==> config.mk <==
export PLATFORM = sky130hd
export DESIGN_NAME = aer_route_switch
export DESIGN_NICKNAME = d
export VERILOG_FILES = /design/src/rtl/aerx_pkg.sv /design/src/rtl/aer_rr_pick.sv /design/src/rtl/aer_split_fan.sv /design/src/rtl/aer_merge_fan.sv /design/src/rtl/aer_route_switch.sv
export SDC_FILE = /design/constraint.sdc
export NUM_CORES = 1
export LEC_CHECK = 0
export BUFFER_PORTS_ARGS = -buffer_cell sky130_fd_sc_hd__buf_4
export CAP_MARGIN = 30
export CORE_MARGIN = 3
export CORE_UTILIZATION = 45
export CTS_BUF_LIST = sky130_fd_sc_hd__clkbuf_4 sky130_fd_sc_hd__clkbuf_8
export DETAILED_ROUTE_END_ITERATION = 10
export GPL_TIMING_DRIVEN = 1
export MAX_ROUTING_LAYER = met4
export PLACE_DENSITY = 0.77
export SLEW_MARGIN = 10
export SYNTH_ARGS = -nofsm -noshare
export SYNTH_HDL_FRONTEND = slang
export SYNTH_SLANG_ARGS = --single-unit
==> constraint.sdc <==
create_clock -name clk -period 4.6 [get_ports clk]
set_input_delay 0.23 -clock clk [delete_from_list [all_inputs] [get_ports clk]]
set_output_delay 0.23 -clock clk [all_outputs]
set_load 0.05 [all_outputs]
==> src/rtl/aerx_pkg.sv <==
package aerx_pkg;

   typedef enum logic [1:0] {
      SP_IDLE,
      SP_SEND,
      SP_ACK
   } split_st_t;

   typedef enum logic [1:0] {
      MG_IDLE,
      MG_XFER,
      MG_DRAIN,
      MG_REL
   } merge_st_t;

endpackage

==> src/rtl/aer_rr_pick.sv <==
module aer_rr_pick #(
   parameter int NCH   = 4,
   parameter int TAG_W = 2
) (
   input  logic [NCH-1:0]   req,
   input  logic [TAG_W-1:0] ptr,
   output logic             any,
   output logic [TAG_W-1:0] idx
);

   // Scan from the pointer upward, wrapping once; the first requester wins.
   always_comb begin
      any = 1'b0;
      idx = '0;
      for (int k = 0; k < NCH; k++) begin
         int c;
         c = int'(ptr) + k;
         if (c >= NCH) c = c - NCH;
         if (!any && req[c]) begin
            any = 1'b1;
            idx = TAG_W'(c);
         end
      end
   end

endmodule

==> src/rtl/aer_split_fan.sv <==
module aer_split_fan
   import aerx_pkg::*;
#(
   parameter int ADDR_W = 16,
   parameter int NCH    = 4
) (
   input  logic              clk,
   input  logic              rst_n,
   input  logic              active,
   input  logic              cfg_window,
   input  logic [NCH-1:0]    cfg_en,
   input  logic [NCH*ADDR_W-1:0] cfg_lo,
   input  logic [NCH*ADDR_W-1:0] cfg_hi,
   input  logic              in_req,
   input  logic [ADDR_W-1:0] in_addr,
   output logic              in_ack,
   output logic [NCH-1:0]    out_req,
   output logic [ADDR_W-1:0] out_addr,
   input  logic [NCH-1:0]    out_ack
);

   split_st_t         st_q;
   logic [NCH-1:0]    hit, first, target;
   logic [NCH-1:0]    want_q, req_q, seen_q, done_q;
   logic [ADDR_W-1:0] addr_q;
   logic              ack_q;

   // One inclusive window comparator per lane
   for (genvar g = 0; g < NCH; g++) begin : g_win
      assign hit[g] = cfg_en[g] &&
                      (in_addr >= cfg_lo[g*ADDR_W +: ADDR_W]) &&
                      (in_addr <= cfg_hi[g*ADDR_W +: ADDR_W]);
   end

   // Lowest-numbered matching lane wins
   always_comb begin
      logic found;
      found = 1'b0;
      first = '0;
      for (int i = 0; i < NCH; i++) begin
         if (hit[i] && !found) begin
            first[i] = 1'b1;
            found    = 1'b1;
         end
      end
   end

   assign target = cfg_window ? first : cfg_en;

   always_ff @(posedge clk or negedge rst_n) begin
      if (!rst_n) begin
         st_q   <= SP_IDLE;
         want_q <= '0;
         req_q  <= '0;
         seen_q <= '0;
         done_q <= '0;
         addr_q <= '0;
         ack_q  <= 1'b0;
      end else begin
         case (st_q)
            SP_IDLE: begin
               if (active && in_req) begin
                  addr_q <= in_addr;
                  want_q <= target;
                  req_q  <= target;
                  seen_q <= '0;
                  done_q <= '0;
                  if (target == '0) begin
                     ack_q <= 1'b1;
                     st_q  <= SP_ACK;
                  end else begin
                     st_q  <= SP_SEND;
                  end
               end
            end
            SP_SEND: begin
               for (int i = 0; i < NCH; i++) begin
                  if (req_q[i] && out_ack[i]) begin
                     req_q[i]  <= 1'b0;
                     seen_q[i] <= 1'b1;
                  end
                  if (seen_q[i] && !out_ack[i]) done_q[i] <= 1'b1;
               end
               if (done_q == want_q) begin
                  ack_q <= 1'b1;
                  st_q  <= SP_ACK;
               end
            end
            SP_ACK: begin
               if (!in_req) begin
                  ack_q <= 1'b0;
                  st_q  <= SP_IDLE;
               end
            end
            default: st_q <= SP_IDLE;
         endcase
      end
   end

   assign in_ack   = ack_q;
   assign out_req  = req_q;
   assign out_addr = addr_q;

   for (genvar g = 0; g < NCH; g++) begin : g_chk

      lane_hold_chk: assert property (@(posedge clk) disable iff (!rst_n)
         (out_req[g] && !out_ack[g]) |=> out_req[g]);
   end


   lane_addr_stable_chk: assert property (@(posedge clk) disable iff (!rst_n)
      (|out_req) |=> $stable(out_addr));


   window_single_chk: assert property (@(posedge clk) disable iff (!rst_n)
      cfg_window |-> $onehot0(out_req));


   copy_ack_late_chk: assert property (@(posedge clk) disable iff (!rst_n)
      (!cfg_window && $rose(in_ack)) |-> (((out_req | out_ack) & cfg_en) == '0));

endmodule

==> src/rtl/aer_merge_fan.sv <==
module aer_merge_fan
   import aerx_pkg::*;
#(
   parameter int ADDR_W = 16,
   parameter int NCH    = 4,
   parameter int TAG_W  = 2,
   parameter int OUT_W  = ADDR_W + TAG_W
) (
   input  logic              clk,
   input  logic              rst_n,
   input  logic              active,
   input  logic              cfg_tag,
   input  logic [NCH-1:0]    cfg_en,
   input  logic [NCH-1:0]    in_req,
   input  logic [NCH*ADDR_W-1:0] in_addr,
   output logic [NCH-1:0]    in_ack,
   output logic              out_req,
   output logic [OUT_W-1:0]  out_data,
   input  logic              out_ack
);

   merge_st_t         st_q;
   logic [TAG_W-1:0]  ptr_q, idx_q, pick;
   logic              any;
   logic [OUT_W-1:0]  data_q;
   logic              oreq_q;
   logic [NCH-1:0]    iack_q;
   logic [ADDR_W-1:0] sel_addr;

   aer_rr_pick #(.NCH(NCH), .TAG_W(TAG_W)) u_pick (
      .req (in_req & cfg_en),
      .ptr (ptr_q),
      .any (any),
      .idx (pick)
   );

   assign sel_addr = in_addr[int'(pick)*ADDR_W +: ADDR_W];

   always_ff @(posedge clk or negedge rst_n) begin
      if (!rst_n) begin
         st_q   <= MG_IDLE;
         ptr_q  <= '0;
         idx_q  <= '0;
         data_q <= '0;
         oreq_q <= 1'b0;
         iack_q <= '0;
      end else begin
         case (st_q)
            MG_IDLE: begin
               if (active && any) begin
                  idx_q  <= pick;
                  data_q <= cfg_tag ? {pick, sel_addr} : {{TAG_W{1'b0}}, sel_addr};
                  oreq_q <= 1'b1;
                  st_q   <= MG_XFER;
               end
            end
            MG_XFER: begin
               if (out_ack) begin
                  oreq_q <= 1'b0;
                  st_q   <= MG_DRAIN;
               end
            end
            MG_DRAIN: begin
               if (!out_ack) begin
                  iack_q[idx_q] <= 1'b1;
                  st_q          <= MG_REL;
               end
            end
            MG_REL: begin
               if (!in_req[idx_q]) begin
                  iack_q <= '0;
                  if (int'(idx_q) == NCH - 1) ptr_q <= '0;
                  else                        ptr_q <= idx_q + 1'b1;
                  st_q <= MG_IDLE;
               end
            end
            default: st_q <= MG_IDLE;
         endcase
      end
   end

   assign in_ack   = iack_q;
   assign out_req  = oreq_q;
   assign out_data = data_q;


   out_hold_chk: assert property (@(posedge clk) disable iff (!rst_n)
      (out_req && !out_ack) |=> (out_req && $stable(out_data)));


   in_ack_single_chk: assert property (@(posedge clk) disable iff (!rst_n)
      $onehot0(in_ack));


   in_ack_after_out_chk: assert property (@(posedge clk) disable iff (!rst_n)
      (|in_ack) |-> (!out_req && !out_ack));


   in_ack_enabled_chk: assert property (@(posedge clk) disable iff (!rst_n)
      $rose(|in_ack) |-> ((in_ack & cfg_en) == in_ack));

endmodule

==> src/rtl/aer_route_switch.sv <==
module aer_route_switch #(
   parameter int ADDR_W = 16,
   parameter int NCH    = 4,
   localparam int TAG_W = (NCH > 1) ? $clog2(NCH) : 1,
   localparam int OUT_W = ADDR_W + TAG_W
) (
   input  logic                  clk,
   input  logic                  rst_n,
   input  logic                  cfg_merge,
   input  logic                  cfg_window,
   input  logic                  cfg_tag,
   input  logic [NCH-1:0]        cfg_en,
   input  logic [NCH*ADDR_W-1:0] cfg_lo,
   input  logic [NCH*ADDR_W-1:0] cfg_hi,
   input  logic                  pri_in_req,
   input  logic [ADDR_W-1:0]     pri_in_addr,
   output logic                  pri_in_ack,
   output logic                  pri_out_req,
   output logic [OUT_W-1:0]      pri_out_data,
   input  logic                  pri_out_ack,
   output logic [NCH-1:0]        sec_out_req,
   output logic [NCH*ADDR_W-1:0] sec_out_addr,
   input  logic [NCH-1:0]        sec_out_ack,
   input  logic [NCH-1:0]        sec_in_req,
   input  logic [NCH*ADDR_W-1:0] sec_in_addr,
   output logic [NCH-1:0]        sec_in_ack
);

   // Elaboration-time parameter checks
   if (NCH < 2 || NCH > 4) begin : g_bad_nch
      $error("aer_route_switch: NCH must be 2..4");
   end
   if (ADDR_W < 1) begin : g_bad_addr
      $error("aer_route_switch: ADDR_W must be positive");
   end

   logic [ADDR_W-1:0] lane_addr;

   aer_split_fan #(.ADDR_W(ADDR_W), .NCH(NCH)) u_split (
      .clk        (clk),
      .rst_n      (rst_n),
      .active     (!cfg_merge),
      .cfg_window (cfg_window),
      .cfg_en     (cfg_en),
      .cfg_lo     (cfg_lo),
      .cfg_hi     (cfg_hi),
      .in_req     (pri_in_req),
      .in_addr    (pri_in_addr),
      .in_ack     (pri_in_ack),
      .out_req    (sec_out_req),
      .out_addr   (lane_addr),
      .out_ack    (sec_out_ack)
   );

   for (genvar g = 0; g < NCH; g++) begin : g_lane
      assign sec_out_addr[g*ADDR_W +: ADDR_W] = lane_addr;
   end

   aer_merge_fan #(.ADDR_W(ADDR_W), .NCH(NCH), .TAG_W(TAG_W), .OUT_W(OUT_W)) u_merge (
      .clk      (clk),
      .rst_n    (rst_n),
      .active   (cfg_merge),
      .cfg_tag  (cfg_tag),
      .cfg_en   (cfg_en),
      .in_req   (sec_in_req),
      .in_addr  (sec_in_addr),
      .in_ack   (sec_in_ack),
      .out_req  (pri_out_req),
      .out_data (pri_out_data),
      .out_ack  (pri_out_ack)
   );


   merge_quiet_split_chk: assert property (@(posedge clk) disable iff (!rst_n)
      cfg_merge |-> (!pri_in_ack && (sec_out_req == '0)));


   split_quiet_merge_chk: assert property (@(posedge clk) disable iff (!rst_n)
      !cfg_merge |-> (!pri_out_req && (sec_in_ack == '0)));

endmodule

==> results of run 1 <==
how the worst min path moves through the flow:
stage	end	slack, ns	from
2_1_floorplan	u_merge.idx_q[0]	-0.07	rst_n
3_3_place_gp	u_split.out_addr[14]	0.40	rst_n
3_5_place_dp	u_split.out_addr[14]	0.39	rst_n
4_1_cts	u_split.seen_q[0]	0.004	rst_n
5_1_grt	u_split.out_req[0]	0.04	rst_n
6_report	u_split.out_req[0]	-0.01	rst_n
sequential cells by signal (all words and copies together) (netlist names), 2 cells and up:
name              flops
u_split.want_q        4
u_merge.idx_q         2
u_split.out_req       4
u_merge.in_ack        4
u_split.done_q        4
u_split.st_q          2
u_split.out_addr     16
u_merge.ptr_q         2
u_merge.st_q          2
u_merge.out_data     18
u_split.seen_q        4
metal layers:
metal | up-vias | part of all wire
met2 | 274 | 0.49
met3 | 47 | 0.068
met4 | 0 | 0.034
li1 | 3519 | -
met5 | - | 0
met1 | 3137 | 0.41
placed cells by master, fill, tap and decap left out, types with 10 or more instances in the layout:
master | Yosys | final
sky130_fd_sc_hd__buf_4 | 48 | 324
sky130_fd_sc_hd__nand2_1 | 191 | 191
sky130_fd_sc_hd__ha_1 | 137 | 137
sky130_fd_sc_hd__inv_1 | 135 | 135
sky130_fd_sc_hd__dfrtp_1 | 64 | 64
sky130_fd_sc_hd__o21ai_0 | 58 | 58
sky130_fd_sc_hd__a21oi_1 | 56 | 56
sky130_fd_sc_hd__nand3_1 | 27 | 27
sky130_fd_sc_hd__nand4_1 | 19 | 19
sky130_fd_sc_hd__a21o_1 | 16 | 16
sky130_fd_sc_hd__nor2b_1 | 10 | 10
sky130_fd_sc_hd__nor2_1 | 10 | 10
sky130_fd_sc_hd__clkbuf_8 | 0 | 10
logic make-up after synthesis:
family                     after synthesis  share of synthesized area
xor gates and xnor gates                 4                    0.00510
AOI/OAI and AO/OA                      193                      0.181
buffers and inverters                  203                      0.137
DFF                                     64                      0.233
muxes                                    4                    0.00820
adders and majority gates              137                      0.250
and+or+nand+nor                        286                      0.185
power groups by stage:
| stage | clock network [uW] | logic (uW) | registers [uW] |
|---|---|---|---|
| 2_1_floorplan | 0 | 1800 | 1670 |
| 3_3_place_gp | 0 | 3120 | 1090 |
| 3_5_place_dp | 0 | 3170 | 1100 |
| 4_1_cts | 506 | 3170 | 1100 |
| 5_1_grt | 534 | 3380 | 1130 |
| 6_report | 488 | 3160 | 1090 |
metrics by stage:
step                area (um2)  power [uW]  hold slack [ns]  worst slack [ns]   util
floorplan                 6860        3460          -0.0656              2.38      -
global placement          9100        4210            0.395              2.07  0.619
detailed placement        9130        4270            0.392              1.94  0.621
global route              9330        5040           0.0425              2.17  0.635
finish                    9330        4740          -0.0133              2.31  0.635
CTS                       9320        4780          0.00449              2.31  0.634
critical path: stages:
cell	delay, ns
sky130_fd_sc_hd__buf_4	0.10
sky130_fd_sc_hd__inv_1	0.22
sky130_fd_sc_hd__ha_1	0.29
sky130_fd_sc_hd__nand2b_1	0.14
sky130_fd_sc_hd__a211oi_1	0.22
sky130_fd_sc_hd__o21bai_1	0.15
sky130_fd_sc_hd__a22o_1	0.26
sky130_fd_sc_hd__o221ai_2	0.24
sky130_fd_sc_hd__o221ai_2	0.15
sky130_fd_sc_hd__or2_4	0.29
sky130_fd_sc_hd__a221oi_2	0.24
cell type report:
cell class,count,area (um2),share of cell area
flip-flops and latches,64,1600,0.172
well taps,184,230,0.0247
inverters,135,507,0.0543
multi-input cells,624,4340,0.465
clock buffers,12,153,0.0164
repair buffers,325,2460,0.264
clock inverters,3,42.5,0.00456
==> results.json, run 1 <==
{
  "synth_seq_area_share": 0.233,
  "clkSlewWorstSetupHoldPaths_ns": 0.07,
  "core-area_mm2": 0.0147,
  "synth.top_cells.by_area": "sky130_fd_sc_hd__ha_1 (25%), sky130_fd_sc_hd__dfrtp_1 (23%), sky130_fd_sc_hd__nand2_1 (10%), sky130_fd_sc_hd__inv_1 (7.4%), sky130_fd_sc_hd__buf_4 (5.3%)",
  "switching_power_uw": 2640,
  "seq_power_share": 0.230,
  "clock_root_buffer_master": "sky130_fd_sc_hd__clkbuf_8",
  "postRouteWirelength_um": 21900,
  "maxSlewHeadroom": 0.441,
  "ctsLongestPathBuffers": 2,
  "worst_ep_arrival_time_ns": 2.54,
  "synth.net_count": 1255,
  "ir_drop_v": 0.000482,
  "tritoncts": "built",
  "drtPass1Iterations": 4,
  "pin_count_of_the_biggest_net_entering_global_routing": 65,
  "horizontal_extent_of_the_die_um": 129,
  "track_usage": 0.262,
  "postCtsSetupBuffers": 0,
  "setup_repair_after_global_routing_missed_its_margin": "no",
  "globalRoute.busiestLayer": "met2",
  "yosys.cell_types.count": 54,
  "hold_ws_ns": -0.0133,
  "vias": 6977,
  "antenna_found_initial": 0,
  "setup-tns-final_ns": 0,
  "fill_cells": 1376,
  "skew_final_ns": 0.00882,
  "drv.max_cap_violation_count": 0,
  "worstHoldPathType": "input port to asynchronous set/reset pin",
  "first_global_vias": 6815,
  "diodes": 0,
  "outcome": "finished, violations left",
  "synth_area_mm2": 0.00686,
  "cts-resized-gates": 0,
  "vias_per_cell": 5.18,
  "worstSetupStartpoint": "pri_in_addr[0]",
  "post-route-period-util": 0.498,
  "power.internal_uw": 2110,
  "ctsHoldBuffers": 0,
  "ant_nets": 0,
  "final_cell_count_no_fill": 1347,
  "start_util": 0.467,
  "syn_to_final_growth_pct": 35.9,
  "cp_max_fo": 9,
  "yosys_register_bits": 64,
  "crit_path_end": "u_split.in_ack",
  "hold_viol_final": 16,
  "layout-drive-gt1-share": 0.307,
  "p_sw_frac": 0.556,
  "die-height_um": 129,
  "setup-violations-final": 0,
  "synth_edf_count": 0,
  "final_max_slew_viol_count": 0,
  "ioPinCount": 319,
  "drt-initial-drc-count": 284,
  "synth.top_cells.by_count": "sky130_fd_sc_hd__nand2_1 (191), sky130_fd_sc_hd__ha_1 (137), sky130_fd_sc_hd__inv_1 (135)",
  "startpoint_types": "input port",
  "r2r_slack_ns": 2.52,
  "powerDensity_mw_per_mm2": 508,
  "h_tree_depth": 3,
  "synth.top_cell.area_share": 0.250,
  "globalplace.congestion": 0.975,
  "use_met2": 0.441,
  "numPortBuffers": 318,
  "fmax_mhz": 437,
  "grt_util_met1": 0.312,
  "grt_pass1_wl_um": 33700,
  "number_of_standard_cells_after_synthesis": 891,
  "nNetsFinal": 1523,
  "timing.critical_path.required_ns": 4.85,
  "numPlacedInstances": 1331,
  "cellLeakagePower_uw": 0.00540,
  "synth_top_area_cell": "sky130_fd_sc_hd__ha_1",
  "syn-mean-instance-area_um2": 7.70,
  "violated_checks": "negative hold slack",
  "grt_remaining_overflow": 0,
  "clk_latency_ns": 0.35,
  "cts_sinks": 64,
  "floorplan.rows": 44,
  "async_flop_share": 1.00,
  "clkPwrFrac": 0.103,
  "place.detailed.hpwl_um": 18200,
  "finalWorstPathRequiredPeriod_ns": 2.29,
  "critical_path.reg2reg.endpoint": "u_merge.out_data[2]",
  "reg2reg_launch_point": "u_merge.ptr_q[1]",
  "worst_slew_pin_slew_ns": 0.838,
  "synth-main-ff-cell": "sky130_fd_sc_hd__dfrtp_1",
  "endpoint_kind": "flop",
  "p_comb_frac": 0.667,
  "cts_inserted_buffers": 9,
  "post-synth-top-count-cell": "sky130_fd_sc_hd__nand2_1",
  "ff2ff_path_depth": 9,
  "fp.dieArea_mm2": 0.0168,
  "groute.layer.met3.usage": 0.0491,
  "wl_per_cell_um": 16.3,
  "ys_warn_count": 0,
  "setup.worst_path.class": "input port to flop",
  "detail_route.drc_violations": 0
}
Note: power is estimated with default switching activity, not from simulation.
==> inputs of run 2 (changes only) <==
PLACE_DENSITY = 0.8   (was 0.77)
clock period = 2 ns   (was 4.6 ns; I/O delays follow)
==> run 2 against run 1 <==
Effect of this change: the flow now finishes without violations; total power up 140%; via count rose by 4.6%; highest routed layer unchanged; clock skew is 0.0035 ns higher; combinational power grew 140%; clock-buffer cell count increased by 1; largest cell class unchanged; sequential cell count unchanged; global-route usage fell by 0.42 points; sequential share of layout area is 0.84 points lower; first-iteration DRC count is 74% higher; non-clock buffer count grew 45; critical path depth rose by 1; worst hold slack better by 0.036 ns; critical path type unchanged.
==> results.json, run 2 (same netlist as run 1, synthesis figures left out) <==
{
  "hold_path_depth": 2,
  "grt_pass1_wl_um": 33300,
  "ff2ff_path_depth": 9,
  "nNetsFinal": 1568,
  "flip_flop_count_of_the_largest_register_after_layout": 18,
  "powerDensity_mw_per_mm2": 1140,
  "antenna_found_initial": 0,
  "horizontal_extent_of_the_die_um": 129,
  "clk_latency_ns": 0.35,
  "setup_repair_after_global_routing_missed_its_margin": "yes",
  "core-area_mm2": 0.0147,
  "tritoncts": "built",
  "reg2reg_launch_point": "u_merge.ptr_q[1]",
  "diodes": 0,
  "place.detailed.hpwl_um": 18400,
  "track_usage": 0.258,
  "r2r_slack_ns": 0.18,
  "fmax_mhz": 502,
  "cellLeakagePower_uw": 0.00564,
  "layout-drive-gt1-share": 0.345,
  "drtPass1Iterations": 5,
  "floorplan.rows": 44,
  "hold_end": "u_split.seen_q[1]",
  "outcome": "completed",
  "fill_cells": 1254,
  "vias": 7296,
  "worstHoldPathType": "input port to flop",
  "die-height_um": 129,
  "fp.dieArea_mm2": 0.0168,
  "h_tree_depth": 3,
  "cts_sinks": 64,
  "final_max_slew_viol_count": 0,
  "hold_ws_ns": 0.0225,
  "post-place-ws_ns": -0.420,
  "grt_remaining_overflow": 0,
  "worst_slew_pin_slew_ns": 0.847,
  "cp_max_fo": 8,
  "min_from": "sec_out_ack[1]",
  "vias_per_cell": 5.24,
  "wl_per_cell_um": 16.1,
  "setup-tns-final_ns": 0,
  "endpoint_kind": "flop",
  "numPortBuffers": 318,
  "highest_count_cells_in_the_layout_ignoring_fill_and_taps": "sky130_fd_sc_hd__buf_4 (366), sky130_fd_sc_hd__nand2_1 (191), sky130_fd_sc_hd__ha_1 (135), sky130_fd_sc_hd__inv_1 (134), sky130_fd_sc_hd__dfrtp_1 (64)",
  "ant_nets": 0,
  "globalplace.congestion": 0.950,
  "detail_route.drc_violations": 0,
  "skew_final_ns": 0.0123,
  "clock_root_buffer_master": "sky130_fd_sc_hd__clkbuf_8",
  "final_core_utilization": 0.667,
  "pin_count_of_the_biggest_net_entering_global_routing": 65,
  "setup.worst_path.class": "input port to flop",
  "timing.critical_path.required_ns": 2.23,
  "p_total_uw": 11200,
  "clkSlewWorstSetupHoldPaths_ns": 0.08,
  "worst_ep_arrival_time_ns": 2.23,
  "syn_to_final_growth_pct": 42.9,
  "hold_viol_final": 0,
  "cts_inserted_buffers": 9,
  "first_global_vias": 6880,
  "ioPinCount": 319,
  "drv.max_cap_violation_count": 0,
  "finalWorstPathRequiredPeriod_ns": 1.99,
  "post-route-period-util": 0.997,
  "start_util": 0.467,
  "worstSetupStartpoint": "pri_in_addr[0]",
  "ctsLongestPathBuffers": 2,
  "final_critical_path_setup_slack_ns": 0.00651,
  "postRouteWirelength_um": 22400,
  "maxSlewHeadroom": 0.436,
  "setup-violations-final": 0,
  "drt-initial-drc-count": 493,
  "critical_path.reg2reg.endpoint": "u_merge.out_data[6]",
  "most_common_cell_after_layout_fill_and_taps_aside": "sky130_fd_sc_hd__buf_4",
  "ir_drop_v": 0.00130,
  "startpoint_types": "input port"
}
## run 2: worst max-delay path, stage by stage
cell and delay [ns]:
sky130_fd_sc_hd__buf_4 0.09, sky130_fd_sc_hd__clkinvlp_4 0.16, sky130_fd_sc_hd__buf_4 0.18, sky130_fd_sc_hd__ha_1 0.26, sky130_fd_sc_hd__nand2b_1 0.14, sky130_fd_sc_hd__a211oi_1 0.23
sky130_fd_sc_hd__o211a_1 0.21, sky130_fd_sc_hd__o21ai_0 0.13, sky130_fd_sc_hd__nand4_1 0.17, sky130_fd_sc_hd__o21ai_0 0.10, sky130_fd_sc_hd__or2_4 0.27, sky130_fd_sc_hd__a21o_2 0.18
## run 2: worst max-delay path by stage
stage	cells after the start	endpoint	slack, ns
4_1_cts	11	u_split.st_q[0]	-0.004
3_3_place_gp	11	u_split.out_req[3]	-0.30
5_1_grt	11	u_split.st_q[0]	-0.11
3_5_place_dp	11	u_split.out_req[3]	-0.42
6_report	12	u_split.st_q[0]	0.007
2_1_floorplan	10	u_split.st_q[0]	-0.03
## run 2: layout make-up
cell class,count,area [um2],area share
Clock buffer,13,160,0.0163
Clock inverter,3,65.1,0.00663
Inverter,135,510,0.0521
Multi-Input combinational cell,624,4430,0.452
Sequential cell,64,1600,0.163
Tap cell,184,230,0.0235
Timing Repair Buffer,370,2810,0.286
## run 2: what timing repair did
action,in CTS,in global routing
resized for setup,1,20
pin swaps,0,12
endpoints found under the setup margin,1,19
endpoints found under the hold margin,65,0
hold buffers,2,0
setup buffers,0,2
## run 2: per-stage QoR
stage	cells	cell area [um2]
2_1_floorplan	891	6870
3_3_place_gp	1373	9450
3_5_place_dp	1373	9450
4_1_cts	1391	9700
5_1_grt	1393	9810
6_report	1393	9810
## run 2: routing by layer
layer	vias to the layer above	track usage	wire, um
li1	3626	-	-
met4	0	0.0776	543
met5	-	-	0
met2	299	0.438	10900
met1	3336	0.318	9350
met3	35	0.0383	1600
## run 2: report_power, final
part	switching, uW	internal (uW)
clock network	498	777
registers	594	1900
logic	5020	2440
==> inputs of run 3 (changes only) <==
==> constraint.sdc (replaced) <==
create_clock -name clk -period 2 [get_ports clk]
set_input_delay 0.4 -clock clk [delete_from_list [all_inputs] [get_ports clk]]
set_output_delay 0.4 -clock clk [all_outputs]
set_load 0.05 [all_outputs]
==> run 3 against run 2 <==
Effect of this change: the run now ends with negative setup slack left; wire length grew 3.5%; worst hold slack gained 0.29 ns; sequential share of layout area shrank 0.54 points; total power grew 0.72%; sequential power is essentially flat; non-clock buffer count grew 4; global-route usage grew 1.8 points; sequential cell count is the same; maximum frequency shrank 13%; highest routed layer unchanged; clock-buffer cell count grew 1.
==> results.json, run 3 (same netlist as run 1, synthesis figures left out) <==
{
  "fill_cells": 1200,
  "final_critical_path_setup_slack_ns": -0.284,
  "ir_drop_v": 0.000964,
  "flip_flop_count_of_the_largest_register_after_layout": 18,
  "ioPinCount": 319,
  "antenna_found_initial": 0,
  "drt-initial-drc-count": 344,
  "fmax_mhz": 438,
  "power.internal_uw": 5130,
  "worst_slew_pin_slew_ns": 0.505,
  "diodes": 0,
  "setup_repair_after_global_routing_missed_its_margin": "yes",
  "clock_root_buffer_master": "sky130_fd_sc_hd__clkbuf_8",
  "final_core_utilization": 0.690,
  "drtPass1Iterations": 5,
  "timing.critical_path.slowest_cell_delay_ns": 0.53,
  "critPathSlowestCell": "sky130_fd_sc_hd__or4_4",
  "track_usage": 0.276,
  "globalplace.congestion": 0.939,
  "ant_nets": 0,
  "startpoint_types": "input port",
  "most_common_cell_after_layout_fill_and_taps_aside": "sky130_fd_sc_hd__buf_4",
  "fp.dieArea_mm2": 0.0168,
  "place.detailed.hpwl_um": 18800,
  "multiInputGateArea_mm2": 0.00468,
  "powerDensity_mw_per_mm2": 1110,
  "worst_ep_arrival_time_ns": 2.54,
  "clkSlewWorstSetupHoldPaths_ns": 0.07,
  "skew_final_ns": 0.00469,
  "vias": 7353,
  "highest_count_cells_in_the_layout_ignoring_fill_and_taps": "sky130_fd_sc_hd__buf_4 (363), sky130_fd_sc_hd__nand2_1 (191), sky130_fd_sc_hd__inv_1 (132), sky130_fd_sc_hd__ha_1 (121), sky130_fd_sc_hd__dfrtp_1 (64)",
  "h_tree_depth": 3,
  "grt_remaining_overflow": 0,
  "cellLeakagePower_uw": 0.00571,
  "ctsLongestPathBuffers": 2,
  "regArea_mm2": 0.00160,
  "setup-violations-final": 11,
  "violated_checks": "negative setup slack",
  "clk_latency_ns": 0.34,
  "start_util": 0.467,
  "worstHoldPathType": "input port to flop",
  "setup.worst_path.class": "input port to flop",
  "syn_to_final_growth_pct": 47.8,
  "finalWorstPathRequiredPeriod_ns": 2.28,
  "grt_pass1_wl_um": 35600,
  "timing.critical_path.required_ns": 2.25,
  "pin_count_of_the_biggest_net_entering_global_routing": 39,
  "postRouteWirelength_um": 23100,
  "cts_sinks": 64,
  "tritoncts": "built",
  "final_max_slew_viol_count": 0,
  "hold_viol_final": 0,
  "dpl_cell_area_mm2": 0.00948,
  "floorplan.rows": 44,
  "drv.max_cap_violation_count": 0,
  "first_global_vias": 7265,
  "clkPwrFrac": 0.107,
  "layout-drive-gt1-share": 0.368,
  "final_instance_area_mm2": 0.0101,
  "die-height_um": 129,
  "outcome": "finished, violations left",
  "post-route-period-util": 1.14,
  "switching_power_uw": 6180,
  "maxSlewHeadroom": 0.659,
  "cp_max_fo": 6,
  "numPortBuffers": 318,
  "horizontal_extent_of_the_die_um": 129,
  "cts_inserted_buffers": 9,
  "endpoint_kind": "flop",
  "seq_power_share": 0.222,
  "nNetsFinal": 1572,
  "core-area_mm2": 0.0147,
  "wl_per_cell_um": 16.6,
  "p_comb_frac": 0.671,
  "vias_per_cell": 5.26,
  "p_sw_frac": 0.547,
  "detail_route.drc_violations": 0,
  "cp_cell_sequence": "buf_4, ha_1, nand4_1, or4_4, a21oi_4, nor4bb_2, a21oi_2, o221ai_2, or2_4, a221oi_2"
}
==> run 3: cell count changes in the layout (fill, tap and decap cells not counted), moves of 3 or more <==
cell	delta
sky130_fd_sc_hd__ha_4	+14
sky130_fd_sc_hd__clkbuf_8	+3
sky130_fd_sc_hd__ha_1	-14
sky130_fd_sc_hd__a21oi_1	-3
sky130_fd_sc_hd__buf_6	+4
sky130_fd_sc_hd__buf_12	+3
sky130_fd_sc_hd__buf_4	-3
==> run 3: metal layers <==
| layer | global-route usage | vias to the layer above | routed length, um |
|---|---|---|---|
| met1 | 0.326 | 3354 | 9400 |
| li1 | - | 3630 | - |
| met5 | - | - | 0 |
| met3 | 0.0466 | 59 | 1530 |
| met2 | 0.476 | 310 | 11400 |
| met4 | 0.0966 | 0 | 792 |
==> run 3: path summary, 6_finish.rpt <==
check	end	depth (start not counted)	startpoint	slack (ns)
worst max-delay path	u_split.in_ack	10	pri_in_addr[10]	-0.28
worst min-delay path	u_merge.out_data[17]	3	cfg_tag	0.31
worst max register to register	u_merge.out_data[15]	9	u_merge.ptr_q[1]	0.21
worst min register to register	u_merge.out_data[11]	2	u_merge.out_data[11]	0.48
max in group asynchronous	u_merge.out_data[3]	3	rst_n	0.93
min in group asynchronous	u_split.want_q[0]	2	rst_n	0.55
==> run 3: power by group through the flow <==
stage | Combinational (uW) | Clock (uW) | Sequential, uW
2_1_floorplan | 4130 | 0 | 3830
3_3_place_gp | 7350 | 0 | 2500
3_5_place_dp | 7460 | 0 | 2520
4_1_cts | 7580 | 1250 | 2510
5_1_grt | 8050 | 1310 | 2600
6_report | 7590 | 1210 | 2500
==> run 3: what timing repair did <==
| action | 4_1_cts | 5_1_grt |
|---|---|---|
| hold endpoints to repair | 6 | 0 |
| pin swaps | 18 | 5 |
| endpoints found under the setup margin | 11 | 12 |
| gates resized for setup | 52 | 4 |
| setup buffers | 8 | 0 |
| hold buffers | 1 | 0 |
==> run 3: area by class of cell <==
class / instances / area share
flip-flops and latches: 64 / 0.158
well taps: 184 / 0.0227
clock inverters: 2 / 0.00345
clock buffers: 14 / 0.0184
multi-input cells: 624 / 0.462
repair buffers: 374 / 0.285
inverters: 135 / 0.0503
==> run 3: through the flow <==
step / worst slack, ns / hold slack, ns / total power (uW) / instances / setup TNS (ns)
floorplan: -0.331 / 0.104 / 7960 / 891 / -1.95
global placement: -0.585 / 0.382 / 9850 / 1372 / -5.55
detailed placement: -0.645 / 0.382 / 9980 / 1372 / -6.28
CTS: -0.197 / 0.288 / 11300 / 1397 / -1.16
global route: -0.355 / 0.296 / 12000 / 1397 / -2.90
finish: -0.284 / 0.310 / 11300 / 1397 / -1.99
==> run 3: critical path, delay by kind of cell <==
| family | cells | cell delay, ns |
|---|---|---|
| AOI/OAI and AO/OA | 4 | 0.69 |
| adders and majority gates | 1 | 0.31 |
| buffers and inverters | 1 | 0.15 |
| and+or+nand+nor | 4 | 0.98 |
